`config.mk`:
```
export PLATFORM = sky130hd
export DESIGN_NAME = flash_ctl_reg
export DESIGN_NICKNAME = d
export VERILOG_FILES = /design/src/rtl/fcr_pkg.sv /design/src/rtl/fcr_ctrl.sv /design/src/rtl/fcr_status.sv /design/src/rtl/fcr_rdmux.sv /design/src/rtl/flash_ctl_reg.sv
export SDC_FILE = /design/constraint.sdc
export NUM_CORES = 1
export LEC_CHECK = 0
export ABC_AREA = 1
export ABC_CLOCK_PERIOD_IN_PS = 800
export BUFFER_PORTS_ARGS = -buffer_cell sky130_fd_sc_hd__buf_2
export CORE_AREA = 3 3 40 42
export DETAILED_ROUTE_END_ITERATION = 6
export DIE_AREA = 0 0 43 45
export SYNTH_ARGS = -nofsm -noshare
export SYNTH_HDL_FRONTEND = slang
export SYNTH_SLANG_ARGS = --single-unit
```
`constraint.sdc`:
```
create_clock -name clk -period 0.8 [get_ports clk]
set_input_delay 0.12 -clock clk [delete_from_list [all_inputs] [get_ports clk]]
set_output_delay 0.12 -clock clk [all_outputs]
set_load 0.01 [all_outputs]
```
`src/rtl/fcr_pkg.sv`:
```
// Shared constants for the flash control/status register: field positions
// and the reset image. Positions matter because software decodes them.
package fcr_pkg;
    localparam int REG_W  = 8;
    localparam int TIM_W  = 2;
    localparam int RSV_N  = 2;
    localparam int B_IE   = 7;
    localparam int B_FLAG = 6;
    localparam int B_EN   = 5;
    localparam int B_RDY  = 4;
    // Timing field bit i sits at register bit TIM_POS[i].
    localparam int TIM_POS [TIM_W] = '{0, 2};
    // Reserved bits that always read 1.
    localparam int RSV_POS [RSV_N] = '{1, 3};
    localparam logic [REG_W-1:0] RST_IMG = 8'h1A;
endpackage

```
`src/rtl/fcr_ctrl.sv`:
```
// Software-owned control fields: interrupt enable, program/erase enable
// and the access-timing field.
// Assumes: wr_en is a single-cycle strobe qualified by the bus.
module fcr_ctrl
    import fcr_pkg::*;
(
    input  logic             clk,
    input  logic             rst_n,
    input  logic             wr_en,
    input  logic [REG_W-1:0] wdata,
    output logic             ie_q,
    output logic             en_q,
    output logic [TIM_W-1:0] tim_q
);
    // Load the writable control fields from the bus, or the reset image.
    always_ff @(posedge clk) begin
        if (!rst_n) begin
            ie_q <= RST_IMG[B_IE];
            en_q <= RST_IMG[B_EN];
            for (int i = 0; i < TIM_W; i++) tim_q[i] <= RST_IMG[TIM_POS[i]];
        end else if (wr_en) begin
            ie_q <= wdata[B_IE];
            en_q <= wdata[B_EN];
            for (int i = 0; i < TIM_W; i++) tim_q[i] <= wdata[TIM_POS[i]];
        end
    end
endmodule

```
`src/rtl/fcr_status.sv`:
```
// Hardware-owned status: ready bit, completion flag and strobe gating.
// Ready moves on the edge after an end pulse. The flag follows one edge later
// through a pending register. A hardware flag set beats a clearing write.
// Assumes: end pulses arrive only from the sequencer; a strobe outranks
// a coincident end pulse for the ready bit.
module fcr_status
    import fcr_pkg::*;
(
    input  logic clk,
    input  logic rst_n,
    input  logic start_req,
    input  logic en_q,
    input  logic end_op,
    input  logic end_algo,
    input  logic wr_en,
    input  logic wr_flag,
    output logic rdy_q,
    output logic flag_q,
    output logic pend_q,
    output logic strobe
);
    logic end_any;

    // Pass a start only when enabled and idle; merge both end sources.
    always_comb begin
        strobe  = start_req & en_q & rdy_q;
        end_any = end_op | end_algo;
    end

    // Ready: cleared by a passed strobe, set by an end pulse.
    always_ff @(posedge clk) begin
        if (!rst_n)       rdy_q <= RST_IMG[B_RDY];
        else if (strobe)  rdy_q <= 1'b0;
        else if (end_any) rdy_q <= 1'b1;
    end

    // Pending: delays the flag set by one edge behind ready.
    always_ff @(posedge clk) begin
        if (!rst_n) pend_q <= 1'b0;
        else        pend_q <= end_any;
    end

    // Flag: hardware set wins; a written zero clears; a written one is ignored.
    always_ff @(posedge clk) begin
        if (!rst_n)                 flag_q <= RST_IMG[B_FLAG];
        else if (pend_q)            flag_q <= 1'b1;
        else if (wr_en && !wr_flag) flag_q <= 1'b0;
    end
endmodule

```
`src/rtl/fcr_rdmux.sv`:
```
// Builds the read image of the register. During a read-modify-write read
// the flag position is forced to 1. Output is 0 outside a read.
module fcr_rdmux
    import fcr_pkg::*;
(
    input  logic             rd,
    input  logic             rmw,
    input  logic             ie_q,
    input  logic             flag_q,
    input  logic             en_q,
    input  logic             rdy_q,
    input  logic [TIM_W-1:0] tim_q,
    output logic [REG_W-1:0] rdata
);
    logic [REG_W-1:0] img;

    // Place every field at its bit position and gate by the read strobe.
    always_comb begin
        img         = '0;
        img[B_IE]   = ie_q;
        img[B_FLAG] = flag_q | rmw;
        img[B_EN]   = en_q;
        img[B_RDY]  = rdy_q;
        for (int i = 0; i < RSV_N; i++) img[RSV_POS[i]] = 1'b1;
        for (int i = 0; i < TIM_W; i++) img[TIM_POS[i]] = tim_q[i];
        rdata = rd ? img : '0;
    end
endmodule

```
`src/rtl/flash_ctl_reg.sv`:
```
// Top level of the flash control/status register. Joins the control
// fields, the status logic and the read mux, and forms the interrupt.
// Assumes: a single bus master and a synchronous active-low reset.
module flash_ctl_reg
    import fcr_pkg::*;
(
    input  logic             clk,
    input  logic             rst_n,
    input  logic             bus_wr,
    input  logic             bus_rd,
    input  logic             bus_rmw,
    input  logic [REG_W-1:0] bus_wdata,
    output logic [REG_W-1:0] bus_rdata,
    input  logic             seq_start,
    input  logic             op_done,
    input  logic             algo_done,
    output logic             pe_strobe,
    output logic             irq,
    output logic [TIM_W-1:0] acc_timing
);
    logic ie_q, en_q, rdy_q, flag_q, pend_q;
    logic [TIM_W-1:0] tim_q;

    fcr_ctrl u_ctrl (
        .clk   (clk),
        .rst_n (rst_n),
        .wr_en (bus_wr),
        .wdata (bus_wdata),
        .ie_q  (ie_q),
        .en_q  (en_q),
        .tim_q (tim_q)
    );

    fcr_status u_stat (
        .clk       (clk),
        .rst_n     (rst_n),
        .start_req (seq_start),
        .en_q      (en_q),
        .end_op    (op_done),
        .end_algo  (algo_done),
        .wr_en     (bus_wr),
        .wr_flag   (bus_wdata[B_FLAG]),
        .rdy_q     (rdy_q),
        .flag_q    (flag_q),
        .pend_q    (pend_q),
        .strobe    (pe_strobe)
    );

    fcr_rdmux u_rd (
        .rd     (bus_rd),
        .rmw    (bus_rmw),
        .ie_q   (ie_q),
        .flag_q (flag_q),
        .en_q   (en_q),
        .rdy_q  (rdy_q),
        .tim_q  (tim_q),
        .rdata  (bus_rdata)
    );

    // Interrupt request and timing output.
    always_comb begin
        irq        = ie_q & flag_q;
        acc_timing = tim_q;
    end
endmodule

```
Word-level counts from Yosys, hierarchy flattened
Index checks and enable logic that the tools add are counted.
{ "totals": {"ff_bits": 7, "in_bits": 16, "output_inout_bits": 12} }
{ "op_classes": {"muxes": 5, "bitwise_logic": 5, "n_reduce_logical": 4} }
{ "op_table": {"columns": ["op", "count"], "rows": [
  ["$mux W8", 1],
  ["$mux W1", 4],
  ["$reduce_bool A2 Y1", 2],
  ["$and A1 B1 Y1", 3],
  ["$or A1 B1 Y1", 2],
  ["$logic_and A1 B1 Y1", 1],
  ["$logic_not A1 Y1", 1]
]} }

Longest topological paths before layout
Gate-level depths: netlist (run 1).
{ "depth": {"word_depth": 4, "ltp_mapped": 4, "depth_no_buf": 4} }

By module
From an unflattened synthesis (run 1), not the netlist that was laid out.
{ "unflattened": {"cells_unflattened": 59, "area_unflattened_um2": 364.1} }
{ "modules_own_cells": {"columns": ["module", "instances", "cells_each", "area_each_um2", "seq_area_each_um2"], "rows": [
  ["fcr_ctrl", 1, 25, 166.4, 80.1],
  ["fcr_status", 1, 17, 126.4, 60.1],
  ["fcr_rdmux", 1, 15, 63.8, 0.0],
  ["flash_ctl_reg", 1, 2, 7.5, 0.0]
]} }

Least setup slack after synthesis (run 1)
OpenSTA, ideal clock, no wires.
{ "synth_timing": {"kind": "register to register", "start": "register, netlist name u_ctrl.tim_q[0]", "end": "register u_ctrl.tim_q[0]", "arrival_time_ns": 0.521, "required_ns": 0.684, "setup_slack_ns": 0.163, "path_stages_with_launch": 3, "n_path_buf": 0, "path_cell_list": "dfxtp_1 -> o21ai_0 -> nor2_1"} }
{ "synth_rtl": {"columns": ["element", "line_no", "source"], "rows": [
  ["end: declaration", "fcr_ctrl.sv:13", "output logic [TIM_W-1:0] tim_q"]
]} }

Final worst setup path (run 1)
{ "layout_timing": {"start": "register u_stat.flag_q", "end": "output bus_rdata[6]"} }
{ "layout_via": {"elab_chain_cells": 2} }
{ "layout_rtl": {"columns": ["element", "line_no", "source"], "rows": [
  ["start: declaration", "fcr_status.sv:18", "output logic flag_q,"],
  ["start signal: assignment", "fcr_status.sv:45", "if (!rst_n) flag_q <= RST_IMG[B_FLAG];"],
  ["$or A1 B1 Y1", "fcr_rdmux.sv:21", "img[B_FLAG] = flag_q | rmw;"],
  ["$mux W8", "fcr_rdmux.sv:26", "rdata = rd ? img : '0;"],
  ["end: declaration", "flash_ctl_reg.sv:13", "output logic [REG_W-1:0] bus_rdata,"]
]} }
No other way between the ends.

==> results_dict.tcl, run 1 <==
set metrics [dict create \
    areaGrowthSynthToFinish_pct 63.6 \
    cp-startpoint "u_stat.flag_q$_SDFFE_PN0P_" \
    synth-seq-cells 7 \
    yosysWarnings 0 \
    worst_slew_pin_slew_ns 0.149 \
    fin_cells 93 \
    hp-start "op_done" \
    netlist_instances 49 \
    postCtsHoldBufs 0 \
    cts_root_buf "clkbuf_4" \
    grt_pass1_wl_um 1130 \
    multi_input_comb_area_um2 121 \
    synth_fa_ha_area_share_pct 0 \
    clkSinkCount 7 \
    diodes 0 \
    fin_util_pct 40.3 \
    clk_pin_slew_ns 0.05 \
    layout_commonest_cell "buf_2" \
    powerDensity_mw_per_mm2 1670 \
    ff_latch_area_um2 148 \
    hold_path_class "input pin to flop" \
    worstReg2RegStart "u_stat.rdy_q$_SDFFE_PN1P_" \
    avgSynthCellArea_um2 6.46 \
    viasPerCell 4.06 \
    clockBufferDepth 2 \
    synth_xor_area_share_pct 0 \
    start_kind "flop" \
    vdd_drop_max_uv 1150 \
    dr.first_iter.drc_count 4 \
    timing.max_cap.violations 0 \
    htreeDepth 1 \
    io_pins 28 \
    antenna_left 0 \
    failed_checks "negative setup slack" \
    vias 378 \
    die_w_um 43 \
    outcome "finished with violations" \
    grt_pass1_vias 288 \
    layout_common_cells "buf_2, inv_1, nand2_1" \
    fin_skew_ns 0.0000443 \
    synthDistinctLibCells 9 \
    yosys.area_share.simple_pct 26.5 \
    dr.pass1.iters 2 \
    grt_usage_pct 8.35 \
    p_total_uw 865 \
    cts_buffers 3 \
    p_leak_nw 0.341 \
    whs_path_depth 3 \
    nFillCells 146 \
    rsz0062_at_grt "true" \
    port_buffers 24 \
    end_kind "output pin" \
    wl_um 767 \
    tritoncts "done" \
    reg2regPathDepth 4 \
    period_minus_slack_ns 0.977 \
    place_ws_ns 0.0743 \
    antenna_found_initial 0 \
    worst-setup-path-type "flop to output pin" \
    place_hpwl_um 593 \
    dp.cells 86 \
    slew_violations 0 \
    finalCritPeriodShare_pct 122 \
    hold_viol 0 \
    slew_headroom_pct 89.9 \
    wl_per_cell_um 8.25 \
    ys_seq_area_share_pct 44.3 \
    overflow 0 \
    drc 0 \
    place_congestion 0.643 \
    worst_slack_ns -0.177 \
    nNetsFinal 95 \
    hold_ws_ns 0.0847 \
    synth.area.mux_share_pct 0 \
    synth_top_family_by_area "simple AND/OR/NAND/NOR gates" \
    initial_core_util_pct 24.6 \
    path_max_fanout 3 \
    setup_viol 10 \
    synth_fp_nets 65 \
    fp.dieH_um 45 \
    cp.arrival_ns 0.86 \
    timing.fmax_ghz 1.02 \
    core_area_mm2 0.00128 \
    rows 13 \
    clock_latency_ns 0.25 \
    synth_area_um2 317 \
    synth_compound_area_share_pct 10.3 \
    drive_gt1_share_pct 47.4 \
    die-area_mm2 0.00194 \
    grt_max_degree 9 \
    required_ns 0.68 \
]
## power breakdown
part           internal [mW]  switching [mW]  total, mW
clock                  0.190           0.122      0.312
combinational         0.0837          0.0766      0.160
sequential             0.377          0.0164      0.393
## cells by family (layout without fill, tap and decap cells)
logic type / Yosys count / count (layout)
and+or+nand+nor: 22 / 22
DFF: 7 / 7
buffers and inverters: 14 / 43
AOI/OAI and AO/OA: 6 / 6
## worst max-delay path, stage by stage (launching register included)
cell	delay [ns]
dfxtp_2	0.32
o21a_1	0.16
buf_2	0.13
## sequential cells by signal (all words and copies together) (netlist names)
signal and count:
u_stat.flag_q 1, u_stat.pend_q 1, u_stat.rdy_q 1, u_ctrl.en_q 1, u_ctrl.tim_q 2, u_ctrl.ie_q 1
## timing repair
item,in CTS,in global routing
resized for setup,9,1
endpoints found under the hold margin,0,0
pin swaps,3,0
buffers inserted,2,1
cloned,0,0
endpoints found under the setup margin,10,11
## worst paths after layout
| kind | to | slack [ns] |
|---|---|---|
| setup reg to reg | u_stat.rdy_q$_SDFFE_PN1P_ | 0.06 |
| hold reg to reg | u_stat.flag_q$_SDFFE_PN0P_ | 0.42 |
| hold / removal | u_stat.pend_q$_SDFF_PN0_ | 0.08 |
| setup / recovery | bus_rdata[6] | -0.18 |
## synthesized netlist by cell type
cell     number  area (µm²)
buf_4         2        15.0
nor2_1       10        37.5
nand2_1      11        41.3
inv_1        12        45.0
nand3_1       1        5.00
dfxtp_1       7         140
a21oi_1       1        5.00
o21a_1        1        7.51
o21ai_0       4        20.0
## layer usage
layer	track usage (%)	vias to the layer above	share of wire, %
met4	3.61	0	2.1
met2	11.7	18	44
met5	0	-	0
li1	-	200	-
met3	6.37	2	11
met1	9.49	158	43
## cell type report
type                            instances  share of cell area, %
Inverter                               12                   8.70
Clock buffer                            4                   5.07
Tap cell                               15                   3.62
Timing Repair Buffer                   27                   30.7
Sequential cell                         7                   28.5
Multi-Input combinational cell         28                   23.4
## through the flow
step	instance area [µm²]	setup TNS (ns)
after floorplan	317	0
after global placement	440	0
after detailed placement	440	0
after CTS	507	-1.08
after global routing	518	-1.62
final	518	-1.07
No activity file was read; power rests on OpenSTA's default activity.
==> run 2: changes to the inputs <==
SYNTH_HIERARCHICAL = 1   (was unset)
==> run 2 against run 1 <==
Compared with the run above:
- the flow still finishes with violations (negative setup slack)
- clock-buffer cell count unchanged
- worst setup slack improved by 0.023 ns
- via count up 2.1%
- non-clock buffer count up 2
- hold slack gained 0.017 ns
- core utilization grew 3.6 points
- critical endpoint is now pe_strobe
- largest power group unchanged
- highest routed layer is now met3
==> results_dict.tcl, run 2 <==
set metrics [dict create \
    failed_checks "negative setup slack" \
    yosysWarnings 6 \
    largest_register "u_ctrl/tim_q" \
    rsz0062_at_grt "true" \
    cp-startpoint "u_stat/rdy_q$_SDFFE_PN1P_" \
    synth_ff_type "dfxtp_1" \
    dr.pass1.iters 4 \
    crit_path_top_delay_cell "dfxtp_2" \
    die-area_mm2 0.00194 \
    worst_slack_ns -0.155 \
    overflow 0 \
    clk_pin_slew_ns 0.05 \
    dr.first_iter.drc_count 5 \
    core_area_mm2 0.00128 \
    wl_per_cell_um 7.50 \
    place_ws_ns 0.0835 \
    synth_top_area_share_pct 38.5 \
    powerDensity_mw_per_mm2 1570 \
    layout_common_cells "buf_2, nand2_1, inv_1" \
    netlist_instances 59 \
    grt_max_degree 10 \
    clockBufferDepth 2 \
    drc 0 \
    synth-seq-cells 7 \
    required_ns 0.68 \
    start_kind "flop" \
    synth_fp_nets 75 \
    viasPerCell 3.71 \
    p_leak_nw 0.387 \
    cts_root_buf "clkbuf_4" \
    finalSetupTns_ns -1.13 \
    slew_violations 0 \
    timing.fmax_ghz 1.05 \
    fin_skew_ns 0.00147 \
    hp-start "rst_n" \
    areaGrowthSynthToFinish_pct 55.0 \
    end_kind "output pin" \
    stdcell_area_um2 564 \
    diodes 0 \
    cts_buffers 3 \
    yosys.cell_count.top_type "nand2_1" \
    crit_chain "nand3_2 -> inv_1 -> buf_2" \
    postCtsHoldBufs 0 \
    hold_ws_ns 0.102 \
    outcome "finished with violations" \
    grt_usage_pct 8.15 \
    finalCritPeriodShare_pct 119 \
    die_w_um 43 \
    antenna_found_initial 0 \
    period_minus_slack_ns 0.955 \
    met1_usage_pct 11.5 \
    worst_slew_pin_slew_ns 0.162 \
    placed_cell_area_um2 477 \
    ys_seq_area_share_pct 38.5 \
    vdd_drop_max_uv 731 \
    htreeDepth 1 \
    rows 13 \
    place_congestion 0.670 \
    grt_util_met3_pct 2.39 \
    synthArstFlopShare_pct 0 \
    busiest_layer "met1" \
    initial_core_util_pct 28.3 \
    path_max_fanout 3 \
    antenna_left 0 \
    grt_pass1_wl_um 1150 \
    layout_commonest_cell "buf_2" \
    vias 386 \
    hold_viol 0 \
    io_pins 28 \
    port_buffers 24 \
    synthDistinctLibCells 10 \
    max_stage_delay_ns 0.34 \
    synth.area.top_cells "dfxtp_1, nand2_1, inv_1" \
    synth_area_um2 364 \
    worstReg2RegStart "u_stat/rdy_q$_SDFFE_PN1P_" \
    grt_pass1_vias 283 \
    slew_headroom_pct 89.2 \
    avgSynthCellArea_um2 6.17 \
    nNetsFinal 106 \
    synth_edf_count 0 \
    setup_viol 10 \
    tritoncts "done" \
    worst-setup-path-type "flop to output pin" \
    clkSinkCount 7 \
    clock_latency_ns 0.24 \
    cp.arrival_ns 0.83 \
    wl_um 780 \
    synth_top_area_cell "dfxtp_1" \
    hold_path_class "input pin to flop" \
    gr-usage-met2_pct 9.58 \
    largest_reg_flops 2 \
    drive_gt1_share_pct 47.2 \
    synth_common_cells "nand2_1, inv_1, nor2_1" \
    timing.max_cap.violations 0 \
    place_hpwl_um 594 \
    fp.dieH_um 45 \
]
==> run 2: cell type report <==
| cell class | count | area [µm²] |
|---|---|---|
| fill | 133 | 721 |
| clock buffer | 4 | 26.3 |
| inverter | 16 | 60.1 |
| tap | 15 | 18.8 |
| sequential | 7 | 148 |
| timing repair buffer | 29 | 174 |
| multi-input combinational | 33 | 138 |
==> run 2: final timing paths <==
kind                                 to  slack, ns  cells after the start
max reg2reg   u_stat/rdy_q$_SDFFE_PN1P_      -0.07                      5
min reg2reg  u_stat/flag_q$_SDFFE_PN0P_       0.43                      2
max                           pe_strobe      -0.15                      3
min           u_stat/rdy_q$_SDFFE_PN1P_       0.10                      2
==> run 2: timing repair <==
| action | in CTS | in global routing |
|---|---|---|
| setup buffers | 2 | 3 |
| pin swaps | 1 | 1 |
| cloned | 0 | 0 |
| endpoints found under the setup margin | 10 | 10 |
| resized for setup | 8 | 1 |
==> run 2: report_power, final <==
part / switching (mW) / total (mW) / internal, mW / leakage [nW]
sequential: 0.0160 / 0.393 / 0.377 / 0.0591
combinational: 0.0882 / 0.184 / 0.0963 / 0.313
clock: 0.118 / 0.307 / 0.189 / 0.0150
total: 0.222 / 0.884 / 0.662 / 0.387
==> run 2: critical path: cells and delay by family (launching register included) <==
| family | cells | cell delay [ns] |
|---|---|---|
| buffers and inverters | 2 | 0.17 |
| AND/OR/NAND/NOR | 1 | 0.08 |
| flip-flops | 1 | 0.34 |
==> run 2: cell families after synthesis <==
kind of cell    after synthesis  synth area share, %
compound gates                1                 2.41
buf+inv                      19                 23.7
flops                         7                 38.5
simple gates                 32                 35.4
==> run 2: through the flow <==
step                      instances  util, %  power, mW
after floorplan                  59        -      0.483
final                           104     43.9      0.884
after CTS                       101     41.9      0.893
after global routing            104     43.9      0.950
after detailed placement         95     37.1      0.549
after global placement           95     37.1      0.546
==> run 2: routing by layer <==
metal  wire length [µm]  part of all wire (%)  up-vias
li1                   -                     -      220
met1                408                    52      144
met2                274                    35       22
met3                 97                    12        0
met4                  0                     0        0
met5                  0                     0        -
==> run 3: changes to the inputs <==
REMOVE_ABC_BUFFERS = 1   (was unset)
==> run 3 against run 2 <==
Compared with the run above:
- the run still ends with negative setup slack left
- combinational power down 4%
- sequential power about the same
- register-to-register slack better by 0.13 ns
- clock power about the same
- wire length down 3.1%
- critical path depth unchanged
- hold slack worse by 0.0047 ns
- cell count down 1.9%
- first-iteration DRC count down 60%
- highest routed layer unchanged
- power down 1.1%
- via count down 4.7%
==> results_dict.tcl, run 3 (synthesis gave the netlist of run 2 again) <==
set metrics [dict create \
    vdd_drop_max_uv 620 \
    cts_buffers 3 \
    tritoncts "done" \
    grt_pass1_vias 303 \
    drive_gt1_share_pct 47.1 \
    layout_common_cells "buf_2, nand2_1, inv_1" \
    htreeDepth 1 \
    worstReg2RegStart "u_stat/rdy_q$_SDFFE_PN1P_" \
    required_ns 0.68 \
    vias 368 \
    antenna_found_initial 0 \
    fp.dieH_um 45 \
    die-area_mm2 0.00194 \
    failed_checks "negative setup slack" \
    antenna_left 0 \
    areaGrowthSynthToFinish_pct 51.5 \
    wl_um 756 \
    initial_core_util_pct 28.3 \
    fin_skew_ns 0.0000739 \
    p_total_uw 874 \
    multi_input_comb_area_um2 140 \
    dr.first_iter.drc_count 2 \
    place_hpwl_um 600 \
    powerDensity_mw_per_mm2 1580 \
    place_ws_ns 0.0686 \
    postCtsHoldBufs 0 \
    clk_pin_slew_ns 0.05 \
    hold-path-endpoint "u_stat/pend_q$_SDFF_PN0_" \
    timing.max_cap.violations 0 \
    clkSinkCount 7 \
    cp.arrival_ns 0.81 \
    setup_viol 10 \
    hold_ws_ns 0.0974 \
    io_pins 28 \
    nNetsFinal 104 \
    grt_pass1_wl_um 1170 \
    p_leak_nw 0.378 \
    fin_util_pct 42.9 \
    hp-start "op_done" \
    start_kind "flop" \
    finalCritPeriodShare_pct 117 \
    port_buffers 24 \
    nFillCells 156 \
    dr.pass1.iters 2 \
    reg2regPathDepth 4 \
    rows 13 \
    clockBufferDepth 2 \
    viasPerCell 3.61 \
    diodes 0 \
    clock_latency_ns 0.24 \
    path_max_fanout 3 \
    core_area_mm2 0.00128 \
    worst_slack_ns -0.135 \
    cts_root_buf "clkbuf_4" \
    drc 0 \
    timing.fmax_ghz 1.07 \
    wl_per_cell_um 7.41 \
    end_kind "output pin" \
    rsz0062_at_grt "true" \
    layout_commonest_cell "buf_2" \
    slew_headroom_pct 89.2 \
    ff_latch_area_um2 148 \
    place_congestion 0.735 \
    largest_register "u_ctrl/tim_q" \
    worst_slew_pin_slew_ns 0.162 \
    overflow 0 \
    outcome "finished with violations" \
    hold_viol 0 \
    period_minus_slack_ns 0.935 \
    finalSetupTns_ns -1.11 \
    worst-setup-path-type "flop to output pin" \
    die_w_um 43 \
    hold_path_class "input pin to flop" \
    whs_path_depth 3 \
    timing.rr.end "u_stat/rdy_q$_SDFFE_PN1P_" \
    regToRegSetupSlack_ns 0.06 \
    largest_reg_flops 2 \
    grt_max_degree 10 \
    grt_usage_pct 8.61 \
    slew_violations 0 \
]
## run 3: layout make-up
cell class	count	share of cell area, %
tap	15	3.40
timing repair buffer	27	28.8
inverter	16	10.9
sequential	7	26.8
clock buffer	4	4.76
multi-input combinational	33	25.4
## run 3: where the power goes
part	total (mW)	leakage (nW)	switching (mW)	internal, mW
logic	0.176	0.304	0.0861	0.0902
registers	0.393	0.0591	0.0166	0.377
clock network	0.305	0.0150	0.115	0.189
## run 3: worst max path at each step
stage                          startpoint      endpoint  slack [ns]
2_1_floorplan  u_stat/flag_q$_SDFFE_PN0P_  bus_rdata[6]        0.16
3_3_place_gp     u_ctrl/en_q$_SDFFE_PN0P_     pe_strobe        0.08
3_5_place_dp     u_ctrl/en_q$_SDFFE_PN0P_     pe_strobe        0.07
4_1_cts         u_stat/rdy_q$_SDFFE_PN1P_     pe_strobe       -0.15
5_1_grt         u_stat/rdy_q$_SDFFE_PN1P_     pe_strobe       -0.18
6_report        u_stat/rdy_q$_SDFFE_PN1P_     pe_strobe       -0.13
## run 3: timing repair
item,CTS,global route
setup buffers,1,2
setup endpoints to repair,10,10
pin swaps,1,0
resized for setup,8,2
hold endpoints to repair,0,0
## run 3: worst max-delay path: stages, from the launching register on
cell and delay [ns]:
dfxtp_2 0.34, nand3_2 0.08, inv_1 0.05, buf_2 0.11
## run 3: routing by layer
layer	track usage, %	part of all wire (%)	wire length [µm]	vias to the layer above
li1	-	-	-	218
met1	9.51	45	339	134
met2	12.3	40	303	16
met3	4.38	15	113	0
met4	7.23	0	0	0
met5	0	0	0	-
## run 3: metrics by stage
step / instances / area [µm²]
3_5_place_dp: 95 / 477
2_1_floorplan: 56 / 338
5_1_grt: 102 / 552
6_report: 102 / 552
4_1_cts: 100 / 531
3_3_place_gp: 95 / 477
